### src/rtl/sbus_regfront_pkg.sv
package sbus_regfront_pkg;

  localparam int ADDR_W = 4;
  localparam int BUS_W  = 32;

  localparam logic [ADDR_W-1:0] A_CTRL  = 4'd0;
  localparam logic [ADDR_W-1:0] A_CLK   = 4'd1;
  localparam logic [ADDR_W-1:0] A_IEN   = 4'd2;
  localparam logic [ADDR_W-1:0] A_IST   = 4'd3;
  localparam logic [ADDR_W-1:0] A_RADDR = 4'd4;
  localparam logic [ADDR_W-1:0] A_DATA  = 4'd7;
  localparam logic [ADDR_W-1:0] A_LINE  = 4'd9;
  localparam logic [ADDR_W-1:0] A_DMODE = 4'd10;
  localparam logic [ADDR_W-1:0] A_CMD   = 4'd11;
  localparam logic [ADDR_W-1:0] A_DEV   = 4'd12;

  localparam logic [7:0] CMD_RD_BYTE = 8'h8B;
  localparam logic [7:0] CMD_RD_HALF = 8'h9C;
  localparam logic [7:0] CMD_RD_WORD = 8'hA6;

  // Strobes from control to datapath
  typedef struct packed {
    logic loadBusy;
    logic softRst;
    logic xferDone;
    logic xferFail;
  } ctlStrobes_t;

  function automatic logic isReadCmd(input logic [7:0] code);
    return (code == CMD_RD_BYTE) || (code == CMD_RD_HALF) || (code == CMD_RD_WORD);
  endfunction

  function automatic logic [BUS_W-1:0] readMask(input logic [7:0] code);
    case (code)
      CMD_RD_BYTE: return 32'h0000_00FF;
      CMD_RD_HALF: return 32'h0000_FFFF;
      CMD_RD_WORD: return 32'hFFFF_FFFF;
      default:     return '0;
    endcase
  endfunction

endpackage

### src/rtl/sbus_regfront_ctl.sv
module sbus_regfront_ctl
  import sbus_regfront_pkg::*;
#(
  parameter int RST_CYCLES = 4
) (
  input  logic              clk,
  input  logic              rstN,
  input  logic              busWrite,
  input  logic [ADDR_W-1:0] busAddr,
  input  logic              bitStart,
  input  logic              bitAbort,
  input  logic              bitReset,
  input  logic              bitInit,
  input  logic              engDone,
  input  logic              engErr,
  input  logic              engInitDone,
  output ctlStrobes_t       strb,
  output logic              busy,
  output logic              initPending,
  output logic              rstActive,
  output logic              engStart,
  output logic              engAbort,
  output logic              engInit,
  output logic              engReset
);

  localparam int CNT_W = $clog2(RST_CYCLES + 1);

  logic [CNT_W-1:0] rstCnt;
  logic ctrlWr, dmodeWr;
  logic startGo, abortGo, initGo;

  assign rstActive = (rstCnt != '0);
  assign ctrlWr    = busWrite && (busAddr == A_CTRL) && !rstActive;
  assign dmodeWr   = busWrite && (busAddr == A_DMODE) && !rstActive;

  always_comb begin
    strb    = '0;
    startGo = 1'b0;
    abortGo = 1'b0;
    initGo  = 1'b0;
    if (ctrlWr && bitReset) begin
      strb.softRst = 1'b1;
    end else begin
      abortGo       = ctrlWr && bitAbort && busy;
      startGo       = ctrlWr && bitStart && !busy;
      strb.loadBusy = ctrlWr && bitStart && busy && !bitAbort;
      strb.xferDone = busy && engDone && !engErr && !abortGo;
      strb.xferFail = busy && engDone && engErr && !abortGo;
      initGo        = dmodeWr && bitInit && !initPending;
    end
  end

  always_ff @(posedge clk or negedge rstN) begin
    if (!rstN) begin
      busy <= 1'b0;
    end else if (strb.softRst || abortGo) begin
      busy <= 1'b0;
    end else if (startGo) begin
      busy <= 1'b1;
    end else if (strb.xferDone || strb.xferFail) begin
      busy <= 1'b0;
    end
  end

  always_ff @(posedge clk or negedge rstN) begin
    if (!rstN) begin
      initPending <= 1'b0;
    end else if (strb.softRst) begin
      initPending <= 1'b0;
    end else if (initGo) begin
      initPending <= 1'b1;
    end else if (engInitDone) begin
      initPending <= 1'b0;
    end
  end

  always_ff @(posedge clk or negedge rstN) begin
    if (!rstN) begin
      rstCnt <= '0;
    end else if (strb.softRst) begin
      rstCnt <= CNT_W'(RST_CYCLES);
    end else if (rstActive) begin
      rstCnt <= rstCnt - 1'b1;
    end
  end

  always_ff @(posedge clk or negedge rstN) begin
    if (!rstN) begin
      engStart <= 1'b0;
      engAbort <= 1'b0;
      engInit  <= 1'b0;
    end else begin
      engStart <= startGo;
      engAbort <= abortGo;
      engInit  <= initGo;
    end
  end

  assign engReset = rstActive;

  // a start pulse is only seen with the transfer marked running
  assert_start_busy_R2: assert property (@(posedge clk) disable iff (!rstN)
    engStart |-> busy);

  // a start request while running never restarts the engine
  assert_no_restart_R3: assert property (@(posedge clk) disable iff (!rstN)
    strb.loadBusy |=> !engStart && busy);

  // an abort leaves the block idle
  assert_abort_idle_R8: assert property (@(posedge clk) disable iff (!rstN)
    engAbort |-> !busy);

  // soft reset leaves reset active and no transfer running
  assert_softrst_R9: assert property (@(posedge clk) disable iff (!rstN)
    strb.softRst |=> rstActive && !busy && !initPending);

  // init pulse only while the sequence is pending
  assert_init_pending_R10: assert property (@(posedge clk) disable iff (!rstN)
    engInit |-> initPending);

endmodule

### src/rtl/sbus_regfront_dpath.sv
module sbus_regfront_dpath
  import sbus_regfront_pkg::*;
#(
  parameter int BYTE_LANES = 4
) (
  input  logic                  clk,
  input  logic                  rstN,
  input  logic                  busWrite,
  input  logic [ADDR_W-1:0]     busAddr,
  input  logic [BUS_W-1:0]      busWdata,
  output logic [BUS_W-1:0]      busRdata,
  input  ctlStrobes_t           strb,
  input  logic                  busy,
  input  logic                  initPending,
  input  logic                  rstActive,
  input  logic                  engAckErr,
  input  logic [BYTE_LANES-1:0] engByteErr,
  input  logic [BUS_W-1:0]      engRdData,
  input  logic                  sdaIn,
  input  logic                  sclIn,
  output logic [7:0]            engCmd,
  output logic [7:0]            engRegAddr,
  output logic [BUS_W-1:0]      engWrData,
  output logic [7:0]            engRtAddr,
  output logic [15:0]           engHwAddr,
  output logic [7:0]            engClkDiv,
  output logic [2:0]            engSdaDelay,
  output logic [23:0]           engModeCfg,
  output logic [3:0]            lineCtl,
  output logic                  irq
);

  localparam int ERR_LSB = 8;
  localparam int ACK_BIT = 16;

  typedef struct packed {
    logic             gie;
    logic [7:0]       clkDiv;
    logic [2:0]       sdaDly;
    logic [2:0]       ien;
    logic [7:0]       regAddr;
    logic [BUS_W-1:0] data;
    logic [3:0]       line;
    logic [23:0]      mode;
    logic [7:0]       cmd;
    logic [7:0]       rt;
    logic [15:0]      hw;
  } cfgRegs_t;

  typedef struct packed {
    logic                  ack;
    logic [BYTE_LANES-1:0] byteErr;
    logic                  lb;
    logic                  fail;
    logic                  done;
  } statRegs_t;

  cfgRegs_t  cfgQ, cfgD;
  statRegs_t stQ, stD;
  logic      wrEn, istWr;

  assign wrEn  = busWrite && !rstActive && !strb.softRst;
  assign istWr = wrEn && (busAddr == A_IST);

  always_comb begin
    cfgD = cfgQ;
    if (wrEn) begin
      case (busAddr)
        A_CTRL:  cfgD.gie = busWdata[1];
        A_CLK: begin
          cfgD.clkDiv = busWdata[7:0];
          cfgD.sdaDly = busWdata[10:8];
        end
        A_IEN:   cfgD.ien = busWdata[2:0];
        A_RADDR: cfgD.regAddr = busWdata[7:0];
        A_DATA:  cfgD.data = busWdata;
        A_LINE:  cfgD.line = busWdata[3:0];
        A_DMODE: cfgD.mode = busWdata[23:0];
        A_CMD:   cfgD.cmd = busWdata[7:0];
        A_DEV: begin
          cfgD.rt = busWdata[23:16];
          cfgD.hw = busWdata[15:0];
        end
        default: ;
      endcase
    end
    if (strb.xferDone && isReadCmd(cfgQ.cmd)) begin
      cfgD.data = engRdData & readMask(cfgQ.cmd);
    end
  end

  always_comb begin
    stD = stQ;
    if (istWr) begin
      stD.done    = stQ.done & ~busWdata[0];
      stD.fail    = stQ.fail & ~busWdata[1];
      stD.lb      = stQ.lb & ~busWdata[2];
      stD.byteErr = stQ.byteErr & ~busWdata[ERR_LSB +: BYTE_LANES];
      stD.ack     = stQ.ack & ~busWdata[ACK_BIT];
    end
    // Events win over clears
    stD.done = stD.done | strb.xferDone;
    stD.lb   = stD.lb | strb.loadBusy;
    if (strb.xferFail) begin
      stD.fail    = 1'b1;
      stD.ack     = stD.ack | engAckErr;
      stD.byteErr = stD.byteErr | engByteErr;
    end
  end

  always_ff @(posedge clk or negedge rstN) begin
    if (!rstN) begin
      cfgQ <= '0;
      stQ  <= '0;
    end else if (strb.softRst) begin
      cfgQ <= '0;
      stQ  <= '0;
    end else begin
      cfgQ <= cfgD;
      stQ  <= stD;
    end
  end

  always_comb begin
    busRdata = '0;
    case (busAddr)
      A_CTRL: begin
        busRdata[7] = busy;
        busRdata[1] = cfgQ.gie;
        busRdata[0] = rstActive;
      end
      A_CLK: begin
        busRdata[7:0]  = cfgQ.clkDiv;
        busRdata[10:8] = cfgQ.sdaDly;
      end
      A_IEN:   busRdata[2:0] = cfgQ.ien;
      A_IST: begin
        busRdata[0] = stQ.done;
        busRdata[1] = stQ.fail;
        busRdata[2] = stQ.lb;
        busRdata[ERR_LSB +: BYTE_LANES] = stQ.byteErr;
        busRdata[ACK_BIT] = stQ.ack;
      end
      A_RADDR: busRdata[7:0] = cfgQ.regAddr;
      A_DATA:  busRdata = cfgQ.data;
      A_LINE:  busRdata[5:0] = {sclIn, sdaIn, cfgQ.line};
      A_DMODE: busRdata = {initPending, 7'd0, cfgQ.mode};
      A_CMD:   busRdata[7:0] = cfgQ.cmd;
      A_DEV:   busRdata[23:0] = {cfgQ.rt, cfgQ.hw};
      default: ;
    endcase
  end

  assign irq = cfgQ.gie && |(cfgQ.ien & {stQ.lb, stQ.fail, stQ.done});

  assign engCmd      = cfgQ.cmd;
  assign engRegAddr  = cfgQ.regAddr;
  assign engWrData   = cfgQ.data;
  assign engRtAddr   = cfgQ.rt;
  assign engHwAddr   = cfgQ.hw;
  assign engClkDiv   = cfgQ.clkDiv;
  assign engSdaDelay = cfgQ.sdaDly;
  assign engModeCfg  = cfgQ.mode;
  assign lineCtl     = cfgQ.line;

  // a clear of the done flag with no new event leaves it low
  assert_w1c_done_R5: assert property (@(posedge clk) disable iff (!rstN)
    istWr && busWdata[0] && !strb.xferDone |=> !stQ.done);

  // an event in the same cycle as a clear still sets the flag
  assert_event_wins_R5: assert property (@(posedge clk) disable iff (!rstN)
    strb.xferFail |=> stQ.fail);

  // data captured from a read is zero above the access width
  assert_zero_ext_R7: assert property (@(posedge clk) disable iff (!rstN)
    strb.xferDone && isReadCmd(cfgQ.cmd) |=> (cfgQ.data & ~readMask($past(cfgQ.cmd))) == '0);

  // writes are ignored while the soft reset runs
  assert_rst_ignores_R9: assert property (@(posedge clk) disable iff (!rstN)
    rstActive && !strb.softRst |=> $stable(cfgQ));

endmodule

### src/rtl/sbus_regfront.sv
module sbus_regfront
  import sbus_regfront_pkg::*;
#(
  parameter int RST_CYCLES = 4,
  parameter int BYTE_LANES = 4
) (
  input  logic                  clk,
  input  logic                  rstN,
  input  logic                  busWrite,
  input  logic [3:0]            busAddr,
  input  logic [31:0]           busWdata,
  output logic [31:0]           busRdata,
  output logic                  engStart,
  output logic                  engAbort,
  output logic                  engInit,
  output logic                  engReset,
  input  logic                  engDone,
  input  logic                  engErr,
  input  logic                  engAckErr,
  input  logic [BYTE_LANES-1:0] engByteErr,
  input  logic                  engInitDone,
  input  logic [31:0]           engRdData,
  output logic [7:0]            engCmd,
  output logic [7:0]            engRegAddr,
  output logic [31:0]           engWrData,
  output logic [7:0]            engRtAddr,
  output logic [15:0]           engHwAddr,
  output logic [7:0]            engClkDiv,
  output logic [2:0]            engSdaDelay,
  output logic [23:0]           engModeCfg,
  output logic [3:0]            lineCtl,
  input  logic                  sdaIn,
  input  logic                  sclIn,
  output logic                  irq
);

  ctlStrobes_t strb;
  logic busy, initPending, rstActive;

  sbus_regfront_ctl #(.RST_CYCLES(RST_CYCLES)) u_ctl (
    .clk         (clk),
    .rstN        (rstN),
    .busWrite    (busWrite),
    .busAddr     (busAddr),
    .bitStart    (busWdata[7]),
    .bitAbort    (busWdata[6]),
    .bitReset    (busWdata[0]),
    .bitInit     (busWdata[31]),
    .engDone     (engDone),
    .engErr      (engErr),
    .engInitDone (engInitDone),
    .strb        (strb),
    .busy        (busy),
    .initPending (initPending),
    .rstActive   (rstActive),
    .engStart    (engStart),
    .engAbort    (engAbort),
    .engInit     (engInit),
    .engReset    (engReset)
  );

  sbus_regfront_dpath #(.BYTE_LANES(BYTE_LANES)) u_dpath (
    .clk         (clk),
    .rstN        (rstN),
    .busWrite    (busWrite),
    .busAddr     (busAddr),
    .busWdata    (busWdata),
    .busRdata    (busRdata),
    .strb        (strb),
    .busy        (busy),
    .initPending (initPending),
    .rstActive   (rstActive),
    .engAckErr   (engAckErr),
    .engByteErr  (engByteErr),
    .engRdData   (engRdData),
    .sdaIn       (sdaIn),
    .sclIn       (sclIn),
    .engCmd      (engCmd),
    .engRegAddr  (engRegAddr),
    .engWrData   (engWrData),
    .engRtAddr   (engRtAddr),
    .engHwAddr   (engHwAddr),
    .engClkDiv   (engClkDiv),
    .engSdaDelay (engSdaDelay),
    .engModeCfg  (engModeCfg),
    .lineCtl     (lineCtl),
    .irq         (irq)
  );

endmodule

### config.mk
export PLATFORM = sky130hd
export DESIGN_NAME = sbus_regfront
export DESIGN_NICKNAME = d
export VERILOG_FILES = /design/src/rtl/sbus_regfront_pkg.sv /design/src/rtl/sbus_regfront_ctl.sv /design/src/rtl/sbus_regfront_dpath.sv /design/src/rtl/sbus_regfront.sv
export SDC_FILE = /design/constraint.sdc
export NUM_CORES = 1
export LEC_CHECK = 0
export ABC_CLOCK_PERIOD_IN_PS = 6400
export BUFFER_PORTS_ARGS = -buffer_cell sky130_fd_sc_hd__buf_2
export CORE_ASPECT_RATIO = 0.8
export CORE_MARGIN = 2
export CORE_UTILIZATION = 58
export CTS_BUF_LIST = sky130_fd_sc_hd__clkbuf_4 sky130_fd_sc_hd__clkbuf_8
export DETAILED_ROUTE_END_ITERATION = 6
export PLACE_DENSITY_LB_ADDON = 0.3
export SLEW_MARGIN = 20
export SYNTH_ARGS = -nofsm -noshare
export SYNTH_HDL_FRONTEND = slang
export SYNTH_HIERARCHICAL = 1
export SYNTH_SLANG_ARGS = --single-unit
### constraint.sdc
create_clock -name clk -period 6.4 [get_ports clk]
set_input_delay 0.32 -clock clk [delete_from_list [all_inputs] [get_ports clk]]
set_output_delay 0.32 -clock clk [all_outputs]
set_load 0.1 [all_outputs]
==> metrics.md <==
| Metric | Value |
|---|---|
| Worst hold-check path type | `in2reg` |
| I/O Pins | `229` |
| Fillers | `1064` |
| Worst Slack Setup Final | `~3.2 ns` |
| Seq/Total Area, Yosys | `0.437` |
| TritonCTS clock tree | `yes` |
| Most common cell after layout, fill and taps aside | `buf_2` |
| Pin count of the biggest net entering global routing | `79` |
| Layout cells sized above 1 | `0.320` |
| PortBufs | `228` |
| DP Wirelength | `14.6 mm` |
| CP required | `around 6.7 ns` |
| Core Area | `12700 sq um` |
| Clk_lat worst skew | `0.43 ns` |
| Initial core utilization | `0.589` |
| Starting DRC count in detailed routing | `745` |
| Post-synth cell types | `50` |
| RSZ-0062 raised after global routing | `no` |
| Crit path launch | `u_ctl/rstCnt[0]$_DFFE_PN0P_` |
| Pre-CTS setup slack | `between 3 and 4 ns` |
| RR Endpoint | `u_dpath/engWrData[11]$_DFFE_PN0P_` |
| Die width | `131 um` |
| Vias in the first global route | `6113` |
| Worst setup EP type | `flip-flop` |
| # rows | `37` |
| Placer Congestion | `0.912` |
| Max Freq | `0.309 GHz` |
| Post-synth design cell area | `~7500 sq um` |
| Post-synth EDFFs | `0` |
| Nets@finish | `977` |
| Met3 wire len | `2.27 mm` |
| Rel. slew slack | `0.240` |
| Routed Wire Length | `roughly 22 mm` |
| Die area | `13900 sq um` |
| Final worst path period share | `0.506` |
| Final min period | `3.24 ns` |
| Die H | `106 um` |
| R2R depth | `9` |
| CP Capture Point | `u_dpath/engWrData[11]$_DFFE_PN0P_` |
| CTS Root Cell | `clkbuf_8` |
| Placed instance area | `7830 sq um` |
| CP Launch Type | `flip-flop` |
| First-pass GRT wire length | `roughly 34 mm` |
| Finished layout cell area | `roughly 8300 sq um` |
| Clk slew on worst S/H paths | `about 0.08 ns` |
| DR top layer | `met4` |
| Flops & latches, synth | `131` |
| Slowest CP cell | `and2_2` |
| Register Area | `3280 sq um` |
| Multi-input logic area | `3070 sq um` |
| Synthesized net count | `a little under 900` |
| Setup Total Neg Slack | `0 ns` |
| R2R Path Start | `u_ctl/rstCnt[0]$_DFFE_PN0P_` |
| Most frequent cells in the layout | `buf_2, nand2_1, dfrtp_1` |
| Drc violations | `0` |
| Drt via density | `~5.9` |
| Drt wl/cell | `20.1 um` |
| Crit path DAT | `3.50 ns` |
| Max Clock Skew | `roughly 0.011 ns` |
| Gr usage total | `0.313` |
| Crit-path leading delay family | `simple AND/OR/NAND/NOR gates` |
| Antenna-violating nets left | `0` |
| Share of async-settable or async-resettable flops after synthesis | `1.00` |
| CP max stage delay | `0.91 ns` |
| Clock buffer count from CTS | `17` |
| Antenna diodes | `0` |
| CP Class | `reg2reg` |
| Layout Area Growth over Synthesis | `10.3%` |
| Gr ovfl total | `0` |
| Initial antenna violation count | `0` |
| Met2 WL | `9.92 mm` |
| Final setup viols | `0` |
| Ys flop type | `dfrtp_1` |
| M1 WL | `9.19 mm` |
| Synth Instances | `slightly above 800` |
| Final Max Slew Viols | `0` |
| Syn avg cell area | `9.30 sq um` |
| H-Tree Level Count | `4` |
| Crit Path Max Fanout | `32` |
| # clock sinks | `about 130` |
| Max_cap viols | `0` |
| Yosys warns | `6` |
| WP buf/inv | `3` |
| Clock Path Buffers | `2` |
| Setup slack, reg-to-reg | `3.16 ns` |
| Worst path depth | `9` |
| DR pass1 iterations | `6` |
| Final Hold Vio Count | `0` |
| Worst-path cell chain | `inv_1 > ha_1 > nor2b_1 > inv_1 > nor2b_1 > buf_4 > and2_2 > mux2i_1 > o2bb2ai_1` |
| Vias | `6426` |
| Status | `finished, final reports clean` |
| Worst Tran Pin Value | `1.14 ns` |
timing repair:
| action | 4_1_cts | 5_1_grt |
|---|---|---|
| resized for setup | 0 | 0 |
| setup buffers | 0 | 0 |
| endpoints found under the hold margin | 53 | 0 |
| hold buffers | 1 | 0 |
| setup endpoints to repair | 0 | 0 |
layout make-up:
class,instances,share of cell area
tap,175,0.0264
inverter,18,0.00816
multi-input combinational,491,0.371
clock buffer,17,0.0283
sequential,131,0.396
timing repair buffer,235,0.145
clock inverter,15,0.0248
layer usage:
layer,vias to the layer above,GRT usage
met4,0,0.106
met1,3132,0.453
met3,33,0.0784
li1,2877,-
met5,-,0
met2,384,0.464
cell usage after synthesis (8+ instances only):
cell type  number  area share
a211oi_1        8      0.0080
nor2_1         33       0.017
buf_4         115        0.12
clkbuf_1       32       0.016
inv_1          18      0.0090
o2bb2ai_1      24       0.028
a21oi_1        80       0.053
mux2i_1        49       0.065
dfrtp_1       131        0.44
nand2_1       151       0.076
and2_1         12       0.010
nand3_1        32       0.021
a222oi_1       20       0.027
a22oi_1        19       0.019
buf_2          17       0.011
kinds of logic (layout without fill, tap and decap cells):
family                   Yosys count  in the layout  synth area share
AO/OA/AOI/OAI                    171            171             0.157
adder cells (fa/ha/maj)            2              2           0.00333
buffers and inverters            185            285             0.154
flip-flops                       131            131             0.437
multiplexers                      55             55            0.0759
AND/OR/NAND/NOR                  263            263             0.173
through the flow:
| stage | util | hold WS, ns | instances |
|---|---|---|---|
| floorplan | - | 0.0244 | 807 |
| global placement | 0.615 | 0.301 | 1049 |
| detailed placement | 0.615 | 0.307 | 1049 |
| CTS | 0.650 | 0.0683 | 1082 |
| global route | 0.650 | 0.0588 | 1082 |
| finish | 0.650 | 0.0915 | 1082 |
flip-flops by register name, indices dropped and copies added (netlist names), 3 cells and up:
name and cells:
u_dpath/engRtAddr 8, u_dpath/stQ 8, u_dpath/engWrData 32, u_dpath/lineCtl 4, u_dpath/engHwAddr 16, u_dpath/engModeCfg 24, u_dpath/engSdaDelay 3, u_dpath/cfgQ 4
u_dpath/engRegAddr 8, u_dpath/engClkDiv 8, u_ctl/rstCnt 3, u_dpath/engCmd 8
worst min path at each step:
stage                  startpoint                                end  slack [ns]  depth (start not counted)
floorplan                    rstN             u_ctl/busy$_DFFE_PN0P_        0.02                          0
detailed placement           rstN      u_dpath/engCmd[3]$_DFFE_PN0P_        0.31                          1
global route        engRdData[18]  u_dpath/engWrData[18]$_DFFE_PN0P_        0.06                          2
global placement             rstN     u_dpath/lineCtl[3]$_DFFE_PN0P_        0.30                          1
CTS                   engInitDone      u_ctl/initPending$_DFFE_PN0P_        0.07                          2
finish              engRdData[18]  u_dpath/engWrData[18]$_DFFE_PN0P_        0.09                          2
Power is left out: the tool's default activity adds up to more than one toggle a clock period on the data nets, which glitch-free logic cannot reach.
